**src/rtl/imply_seq_pkg.sv**
```systemverilog
package imply_seq_pkg;
  localparam int NUM_CELLS = 7;
  localparam int CELL_W    = $clog2(NUM_CELLS);
  localparam int MAX_STEPS = 8;
  localparam int STEP_W    = $clog2(MAX_STEPS);

  typedef logic [CELL_W-1:0] cell_idx_t;

  typedef enum logic [2:0] {
    OP_NOT  = 3'd0,
    OP_AND  = 3'd1,
    OP_OR   = 3'd2,
    OP_NAND = 3'd3,
    OP_XOR  = 3'd4
  } op_e;

  // cell roles
  localparam cell_idx_t C_P   = 3'd0;
  localparam cell_idx_t C_Q   = 3'd1;
  localparam cell_idx_t C_W1  = 3'd2;
  localparam cell_idx_t C_W2  = 3'd3;
  localparam cell_idx_t C_T1  = 3'd4;
  localparam cell_idx_t C_T2  = 3'd5;
  localparam cell_idx_t C_OUT = 3'd6;

  typedef struct packed {
    cell_idx_t src;
    cell_idx_t dst;
    logic      last;
  } step_t;

  function automatic logic op_legal(input logic [2:0] code);
    return code <= 3'd4;
  endfunction
endpackage

```
**src/rtl/imply_microrom.sv**
```systemverilog
module imply_microrom
  import imply_seq_pkg::*;
(
  input  op_e                op,
  input  logic [STEP_W-1:0]  idx,
  output step_t              step,
  output cell_idx_t          res_cell
);
  function automatic step_t mk(input cell_idx_t s, input cell_idx_t d, input logic l);
    step_t t;
    t.src  = s;
    t.dst  = d;
    t.last = l;
    return t;
  endfunction

  always_comb begin
    step     = mk(C_P, C_OUT, 1'b1);
    res_cell = C_OUT;
    unique case (op)
      OP_NOT: step = mk(C_P, C_OUT, 1'b1);
      OP_NAND: begin
        case (idx)
          3'd0:    step = mk(C_P, C_OUT, 1'b0);
          default: step = mk(C_Q, C_OUT, 1'b1);
        endcase
      end
      OP_AND: begin
        case (idx)
          3'd0:    step = mk(C_Q,  C_T1,  1'b0);
          3'd1:    step = mk(C_P,  C_T1,  1'b0);
          default: step = mk(C_T1, C_OUT, 1'b1);
        endcase
      end
      OP_OR: begin
        res_cell = C_Q;
        case (idx)
          3'd0:    step = mk(C_P,   C_OUT, 1'b0);
          default: step = mk(C_OUT, C_Q,   1'b1);
        endcase
      end
      OP_XOR: begin
        case (idx)
          3'd0:    step = mk(C_P,  C_W1,  1'b0);
          3'd1:    step = mk(C_W1, C_T1,  1'b0);
          3'd2:    step = mk(C_Q,  C_W2,  1'b0);
          3'd3:    step = mk(C_W2, C_T2,  1'b0);
          3'd4:    step = mk(C_P,  C_T2,  1'b0);
          3'd5:    step = mk(C_Q,  C_T1,  1'b0);
          3'd6:    step = mk(C_T1, C_OUT, 1'b0);
          default: step = mk(C_T2, C_OUT, 1'b1);
        endcase
      end
      default: step = mk(C_P, C_OUT, 1'b1);
    endcase
  end
endmodule

```
**src/rtl/imply_cell_array.sv**
```systemverilog
module imply_cell_array
  import imply_seq_pkg::*;
#(
  parameter int NCELL = NUM_CELLS,
  parameter int IDX_W = CELL_W
) (
  input  logic             clk,
  input  logic             rst_n,
  input  logic             load,
  input  logic             a,
  input  logic             b,
  input  logic             step_en,
  input  logic [IDX_W-1:0] src,
  input  logic [IDX_W-1:0] dst,
  output logic [NCELL-1:0] cells
);
  logic src_val;
  assign src_val = cells[src];

  for (genvar i = 0; i < NCELL; i++) begin : g_cell
    logic load_val;
    if (i == int'(C_P)) begin : g_p
      assign load_val = a;
    end else if (i == int'(C_Q)) begin : g_q
      assign load_val = b;
    end else begin : g_work
      assign load_val = 1'b0;
    end

    always_ff @(posedge clk or negedge rst_n) begin
      if (!rst_n) begin
        cells[i] <= 1'b0;
      end else if (load) begin
        cells[i] <= load_val;
      end else if (step_en && (dst == IDX_W'(i))) begin
        cells[i] <= ~src_val | cells[i];
      end
    end
  end
endmodule

```
**src/rtl/imply_seq_ctrl.sv**
```systemverilog
module imply_seq_ctrl
  import imply_seq_pkg::*;
(
  input  logic              clk,
  input  logic              rst_n,
  input  logic              start,
  input  logic [2:0]        op_in,
  input  logic              last_step,
  output logic              load,
  output logic              step_en,
  output logic [STEP_W-1:0] idx,
  output op_e               op_q,
  output logic              busy,
  output logic              done
);
  typedef enum logic [1:0] {S_IDLE, S_RUN, S_DONE} state_e;
  state_e state;

  assign busy    = (state == S_RUN);
  assign done    = (state == S_DONE);
  assign step_en = busy;
  assign load    = !busy && start && op_legal(op_in);

  always_ff @(posedge clk or negedge rst_n) begin
    if (!rst_n) begin
      state <= S_IDLE;
      idx   <= '0;
      op_q  <= OP_NOT;
    end else if (load) begin
      state <= S_RUN;
      idx   <= '0;
      op_q  <= op_e'(op_in);
    end else begin
      unique case (state)
        S_RUN: begin
          if (last_step) state <= S_DONE;
          else           idx   <= idx + 1'b1;
        end
        S_DONE:  state <= S_IDLE;
        default: state <= S_IDLE;
      endcase
    end
  end
endmodule

```
**src/rtl/imply_logic_seq.sv**
```systemverilog
module imply_logic_seq
  import imply_seq_pkg::*;
(
  input  logic       clk,
  input  logic       rst_n,
  input  logic       start_i,
  input  logic [2:0] op_i,
  input  logic       a_i,
  input  logic       b_i,
  output logic       busy_o,
  output logic       done_o,
  output logic       result_o
);
  logic                  load;
  logic                  step_en;
  logic [STEP_W-1:0]     idx;
  op_e                   op_q;
  step_t                 step;
  cell_idx_t             res_cell;
  logic [NUM_CELLS-1:0]  cells;

  imply_seq_ctrl u_ctrl (
    .clk       (clk),
    .rst_n     (rst_n),
    .start     (start_i),
    .op_in     (op_i),
    .last_step (step.last),
    .load      (load),
    .step_en   (step_en),
    .idx       (idx),
    .op_q      (op_q),
    .busy      (busy_o),
    .done      (done_o)
  );

  imply_microrom u_rom (
    .op       (op_q),
    .idx      (idx),
    .step     (step),
    .res_cell (res_cell)
  );

  imply_cell_array #(.NCELL(NUM_CELLS), .IDX_W(CELL_W)) u_cells (
    .clk     (clk),
    .rst_n   (rst_n),
    .load    (load),
    .a       (a_i),
    .b       (b_i),
    .step_en (step_en),
    .src     (step.src),
    .dst     (step.dst),
    .cells   (cells)
  );

  assign result_o = cells[res_cell];
endmodule

```
**config.mk**
```make
export PLATFORM = sky130hd
export DESIGN_NAME = imply_logic_seq
export DESIGN_NICKNAME = d
export VERILOG_FILES = /design/src/rtl/imply_seq_pkg.sv /design/src/rtl/imply_microrom.sv /design/src/rtl/imply_cell_array.sv /design/src/rtl/imply_seq_ctrl.sv /design/src/rtl/imply_logic_seq.sv
export SDC_FILE = /design/constraint.sdc
export NUM_CORES = 1
export LEC_CHECK = 0
export ABC_AREA = 1
export BUFFER_PORTS_ARGS = -buffer_cell sky130_fd_sc_hd__clkbuf_2
export CELL_PAD_IN_SITES_DETAIL_PLACEMENT = 1
export CELL_PAD_IN_SITES_GLOBAL_PLACEMENT = 1
export CORE_MARGIN = 3
export CORE_UTILIZATION = 25
export DETAILED_ROUTE_END_ITERATION = 8
export MAX_ROUTING_LAYER = met4
export PLACE_DENSITY = 0.61
export SYNTH_ARGS = -nofsm -noshare
export SYNTH_HDL_FRONTEND = slang
export SYNTH_SLANG_ARGS = --single-unit
```
**constraint.sdc**
```tcl
create_clock -name clk -period 5.4 [get_ports clk]
set_input_delay 0.27 -clock clk [delete_from_list [all_inputs] [get_ports clk]]
set_output_delay 0.27 -clock clk [all_outputs]
set_load 0.02 [all_outputs]
```
# Word-level counts from Yosys, hierarchy flattened
# Cells that the tools add are included.
[op_classes] order_cmp=3 mux=30 addsub=1 reduce_logical=21 bitwise_logic=8 eq_ne=20
[ops] cell="case mux 7 bit (7 select lines)" n=1
[ops] cell="case mux 7 bit (4 select lines)" n=1
[ops] cell="== test 3 bit, second input constant" n=7
[ops] cell="== test 3 x 2 -> 1 bit, second input constant" n=6
[ops] cell="two-way mux 1 bit" n=16
[ops] cell="nonzero test 2 bit" n=8
[ops] cell="case mux 7 bit (2 select lines)" n=1
[ops] cell="two-way mux 3 bit" n=4
[ops] cell="== test 3 x 1 -> 1 bit, second input constant" n=3
[ops] cell="logical AND 1 bit" n=9
[ops] cell="< comparator 3 x 4 -> 1 bit, second input constant" n=2
[ops] cell="two-way mux 7 bit" n=1
[ops] cell="OR 1 bit" n=7
[ops] cell="binary-select mux 1 bit (select 3 bit)" n=2
[ops] cell="zero test 3 bit" n=2
[ops] cell="two-way mux 2 bit" n=3
[ops] cell="two-way mux 5 bit" n=1
[ops] cell="adder 3 x 1 -> 3 bit, second input constant" n=1
[ops] cell="<= comparator 3 bit, second input constant" n=1
[ops] cell="inequality test 3 bit, second input constant" n=1
[ops] cell="== test 2 x 1 -> 1 bit, second input constant" n=1
[ops] cell="== test 2 bit, second input constant" n=1
[ops] cell="inequality test 2 bit, second input constant" n=1
[ops] cell="AND reduction 2 bit" n=1
[ops] cell="other kinds (2)" n=2
[totals] reg_bits=15 in_bits=8 word_cells=93

# Depth between registers and ports, before layout
[depth] depth_word=9 depth_mapped=15 depth_no_buf=15

# By module
# Synthesis repeated with hierarchy kept, for this count alone.
[hier_totals] hier_cells=187 area_unflattened_um2=1196.1
[modules_own_cells] module="imply_cell_array" area_per_inst_um2=451.7 n_inst=1 cells_each=68 seq_area_each_um2=175.2
[modules_own_cells] module="imply_seq_ctrl" area_per_inst_um2=369.1 n_inst=1 cells_each=43 seq_area_each_um2=200.2
[modules_own_cells] module="imply_microrom" area_per_inst_um2=280.3 n_inst=1 cells_each=52 seq_area_each_um2=0.0
[modules_own_cells] module="imply_logic_seq" area_per_inst_um2=95.1 n_inst=1 cells_each=24 seq_area_each_um2=0.0

# Worst setup path after synthesis
# OpenSTA, ideal clock, no wires.
[synth_path] path_type="register to register" start="register u_ctrl.idx[0]" end="register u_cells.cells[2]" period_less_slack_ps=1762 stages_incl_launch_ff=14 n_path_buf=0 setup_slack_ps=3638 arrival_ps=1644 t_required_ps=5282 cell_sequence="dfrtp_1 > inv_1 > ha_1 > inv_1 > nor2_1 > nand3_1 > nand3_2 > nand2_1 > nand3_1 > nand3_2 > nand2_1 > nand2_1 > nand3_1 > nand2_1"
[synth_via] elab_chain_len=9 elab_cells_between_ends=21 cone_classes="7 x eq/ne; 9 x mux; 2 x bitwise; 3 x reduce/logical"
[synth_lines] item="start: declaration" line="imply_seq_ctrl.sv:11" text="output logic [STEP_W-1:0] idx,"
[synth_lines] item="start signal: assignment" line="imply_seq_ctrl.sv:37" text="else idx <= idx + 1'b1;"
[synth_lines] item="== test 3 bit (tied with other cells)" line="imply_microrom.sv:43" text="case (idx)"
[synth_lines] item="case mux 7 bit (7 select lines) (tied with other cells)" line="imply_microrom.sv:43"
[synth_lines] item="case mux 7 bit (4 select lines) *" line="imply_microrom.sv:20" text="unique case (op)"
[synth_lines] item="binary-select mux 1 bit (select 3 bit)" line="imply_cell_array.sv:18" text="assign src_val = cells[src];"
[synth_lines] item="two-way mux 1 bit (not written as such)" line="imply_cell_array.sv:18"
[synth_lines] item="NOT 1 bit" line="imply_cell_array.sv:36" text="cells[i] <= ~src_val | cells[i];"
[synth_lines] item="OR 1 bit" line="imply_cell_array.sv:36"
[synth_lines] item="two-way mux 1 bit" line="imply_cell_array.sv:35" text="end else if (step_en && (dst == IDX_W'(i))) begin"
[synth_lines] item="two-way mux 1 bit" line="imply_cell_array.sv:33" text="end else if (load) begin"
[synth_lines] item="end signal: indexed assignment" line="imply_cell_array.sv:34" text="cells[i] <= load_val;"
[synth_lines] item="end signal: indexed assignment" line="imply_cell_array.sv:36"
[synth_lines] item="end: declaration" line="imply_cell_array.sv:15" text="output logic [NCELL-1:0] cells"
# Every way passes the cells marked *; elsewhere a longest branch is shown, timed or not. The select of a mux whose other input is x is not followed.
# A chain may end at the register's enable or synchronous reset.

# Final worst setup path
[layout_path] start="register u_ctrl.state[0]" end="register u_ctrl.idx[2]"
[layout_via] elab_chain_len=6 elab_cells_between_ends=8 cone_classes="2 x eq/ne; 1 x mux; 5 x reduce/logical"
[layout_lines] item="start: declaration" line="imply_seq_ctrl.sv:17" text="state_e state;"
[layout_lines] item="start signal: assignment" line="imply_seq_ctrl.sv:26" text="state <= S_IDLE;"
[layout_lines] item="start signal: assignment" line="imply_seq_ctrl.sv:30" text="state <= S_RUN;"
[layout_lines] item="start signal: assignment" line="imply_seq_ctrl.sv:36" text="if (last_step) state <= S_DONE;"
[layout_lines] item="== test 2 x 1 -> 1 bit *" line="imply_seq_ctrl.sv:19, imply_seq_ctrl.sv:34"
[layout_lines] item="zero test 1 bit" line="imply_seq_ctrl.sv:22" text="assign load = !busy && start && op_legal(op_in);"
[layout_lines] item="logical AND 1 bit (2 in a row)" line="imply_seq_ctrl.sv:22"
[layout_lines] item="inequality test 2 bit (no source line) or nonzero test 2 bit (tied branches)"
[layout_lines] item="AND reduction 2 bit (no source line)"
# Every way passes the cells marked *; elsewhere a longest branch is shown, timed or not.

==> flow_summary.ini <==
[outcome]
result_of_the_run = finished clean

[layout]
area_growth_syn_to_layout_pct = 14.2
antenna_cells = 0
multiInputGateArea_um2 = 707
final_cell_count_no_fill = 247
finish.instance_area_mm2 = 0.00136
seqCellArea_um2 = 375
drive_above_1_share_pct = 20.0
filler_cell_count = 570
final_net_count = 209

[critical_path]
critical_path.cell_chain = nand2_1, clkinv_1, nor3_1, inv_2, nand2_1, o22ai_1
critPathMaxFanout = 12
cp_top_family = simple AND/OR/NAND/NOR gates
r2r_setup_slack_ps = 3090
crit_required_ps = 5530
end_kind = flip-flop
crit_path_end = u_ctrl.idx[2]
critical-path-slowest-cell = nor3_1
crit-reg2reg-capture = u_ctrl.idx[2]
worst_setup_path_start_kind = flip-flop
reg2reg_from = u_ctrl.state[0]
critPathBufInv = 2
critPathMaxStageDelay_ps = 980
cp.arrival_ps = 2450
timing.critical_path.depth = 6
timing_worst_setup_path_type = flip-flop to flip-flop
worst_path_most_repeated_cell = nand2_1
ff2ff_path_depth = 6
setup.worst_path.start = u_ctrl.state[0]

[place]
placed_cell_area_mm2 = 0.00130
post_dp_hpwl_mm = 2.61
pre_cts_ws_ps = 3080
post-place-cells = 242
gpl.final_weighted_congestion = 0.741
port_buffers = 10

[yosys]
yosys.area_share.xor_xnor_pct = 0
dominantRegCellSynth = dfrtp_1
share_of_the_synthesized_area_in_compound_gates_ao_oa_aoi_oai_pct = 8.30
post_synth_instance_area_mm2 = 0.00119
netlist_instances = 181
ys_top_cells_by_count = nand2_1 (46), nor2_1 (23), nand3_1 (21)
synth_seq_area_share_pct = 31.5
post_synth_and_or_nand_nor_area_fraction_pct = 45.8
yosysTopAreaCell = dfrtp_1
mux_share_of_post_synthesis_cell_area_pct = 0
yosys.cell_types.count = 22
main_combinational_cell_family_by_area_after_synthesis = simple AND/OR/NAND/NOR gates
post-synth-top-count-cell = nand2_1
edff_count_synth = 0
asyncSetResetFlopFracSynth_pct = 100
ys.warnings.count = 0
synth.area.top_cells = dfrtp_1 (32%), nand2_1 (14%), nand3_1 (8.8%), nor2_1 (7.2%), inv_1 (6.0%)
postSynthRegisterBits = 15
syn_nets = 194
synth_adder_area_share_pct = 5.25
post_synthesis_area_per_instance_um2 = 6.58
synthDominantCellAreaShare_pct = 31.5

[floorplanning]
dieArea_mm2 = 0.00563
standard_cell_rows = 24
die_h_um = 75.0
die_span_in_x_um = 75.0
pin_count = 11
coreArea_mm2 = 0.00447
initial_core_util_pct = 26.6

[cts]
clock_sink_count = 15
post_cts.repair.setup_buffers = 0
hold_buffers = 1
post_cts.resized_instances = 0
clkTransAtPathRegs_ps = 70
htree_num_levels = 1
cts_made_buffers = 3
clk_latency_ps = 250
cts_buffer_depth = 2
root_buffer = clkbuf_8
clock_tree_from_tritoncts = built

[route]
total_drc_errors_in_the_routed_layout = 0
vias = 1154
ant_nets = 0
detailed_routing_iteration_count_for_the_pre_antenna_repair_pass = 4
violation_count_after_the_first_detailed_route_iteration = 25
post_drt_wl_per_cell_um = 12.2
drt-vias-per-instance = 4.67
wirelength_mm = 3.01

[worst_hold_path]
min-delay-path-class = input port to flip-flop
holdPathStages = 3

[grt]
first_global_vias = 1130
grt_overflow = 0
grt_start_max_net_pins = 16
grt.total_usage_pct = 12.2
grt_pass1_wl_mm = 5.13
antenna_found_initial = 0

[timing]
period_share_pct = 42.9
finalWorstPathRequiredPeriod_ps = 2310
final_hold_viol_count = 0
unrepaired_setup_endpoints_after_global_routing = false
timing.final.setup_violations = 0
maxClockFrequency_mhz = 432
setup_ws_ps = 3090
slew_viol_final = 0
fin_skew_ps = 6.93
maxSlewHeadroom_pct = 23.0
timing_worst_slew_pin_value_ps = 1150
final.setup.tns_ps = 0
holdWs_ps = 255

[pwr]
p_per_area_mw_per_mm2 = 554
vdd_ir_drop_max_mv = 0.209
power_leakage_nw = 0.724

[job]
drv_cap = 0
[logic make-up after synthesis]
kind of cell / count (synthesis)
fa+ha+maj: 5
buf+inv: 28
simple gates: 114
compound gates: 19
flops: 15
[area by class of cell]
type	count	share of cell area, %
well taps	52	4.78
clock buffers	3	3.04
repair buffers	11	4.42
clock inverters	1	0.552
inverters	27	7.64
flip-flops and latches	15	27.6
multi-input cells	138	52.0
[worst register-to-register path: cells and delay by family (launching register included)]
| kind | cells | cell delay [ps] |
|---|---|---|
| AO/OA/AOI/OAI | 1 | 90 |
| buffers and inverters | 2 | 460 |
| flip-flops | 1 | 370 |
| AND/OR/NAND/NOR | 3 | 1280 |
[layout by cell type (no fill, tap or decap), types with 3 or more instances in the layout]
cell,n
nand4_1,5
dfrtp_1,15
a21oi_1,8
o21ai_0,6
nor2_1,23
nand3_2,5
clkbuf_2,10
inv_1,19
nand2_2,7
o21ai_1,3
inv_2,6
ha_1,5
clkbuf_8,3
nand2_1,46
nand3_1,21
nor2_2,3
[worst min path at each step]
stage | start | endpoint
after floorplan | rst_n | u_cells.cells[0]
after global placement | rst_n | u_ctrl.idx[0]
after detailed placement | rst_n | u_ctrl.idx[1]
after CTS | op_i[2] | u_ctrl.op_q[2]
after global routing | op_i[2] | u_ctrl.op_q[2]
final | op_i[2] | u_ctrl.op_q[2]
[per-layer routing]
layer | share of wire, % | vias to the layer above | global-route usage, %
met3 | 1.6 | 5 | 0.801
li1 | - | 609 | -
met2 | 46 | 11 | 19.5
met1 | 51 | 529 | 16.6
met4 | 1.0 | 0 | 2.96
met5 | 0 | - | -
[where the power goes]
group | switching, mW | internal [mW] | total [mW]
Combinational | 0.310 | 0.151 | 0.461
Clock | 0.0403 | 0.0518 | 0.0921
Sequential | 0.0446 | 0.156 | 0.200
Total | 0.395 | 0.358 | 0.753
[stage by stage]
stage / power [mW] / utilization [%]
global placement: 0.668 / 29.1
finish: 0.753 / 30.4
floorplan: 0.552 / -
CTS: 0.764 / 30.4
detailed placement: 0.670 / 29.1
global route: 0.842 / 30.4
[state kept, by name, summed over array words and instances, names as in the netlist]
name           count
u_cells.cells      7
u_ctrl.idx         3
u_ctrl.op_q        3
u_ctrl.state       2
(Power assumes the default switching activity.)
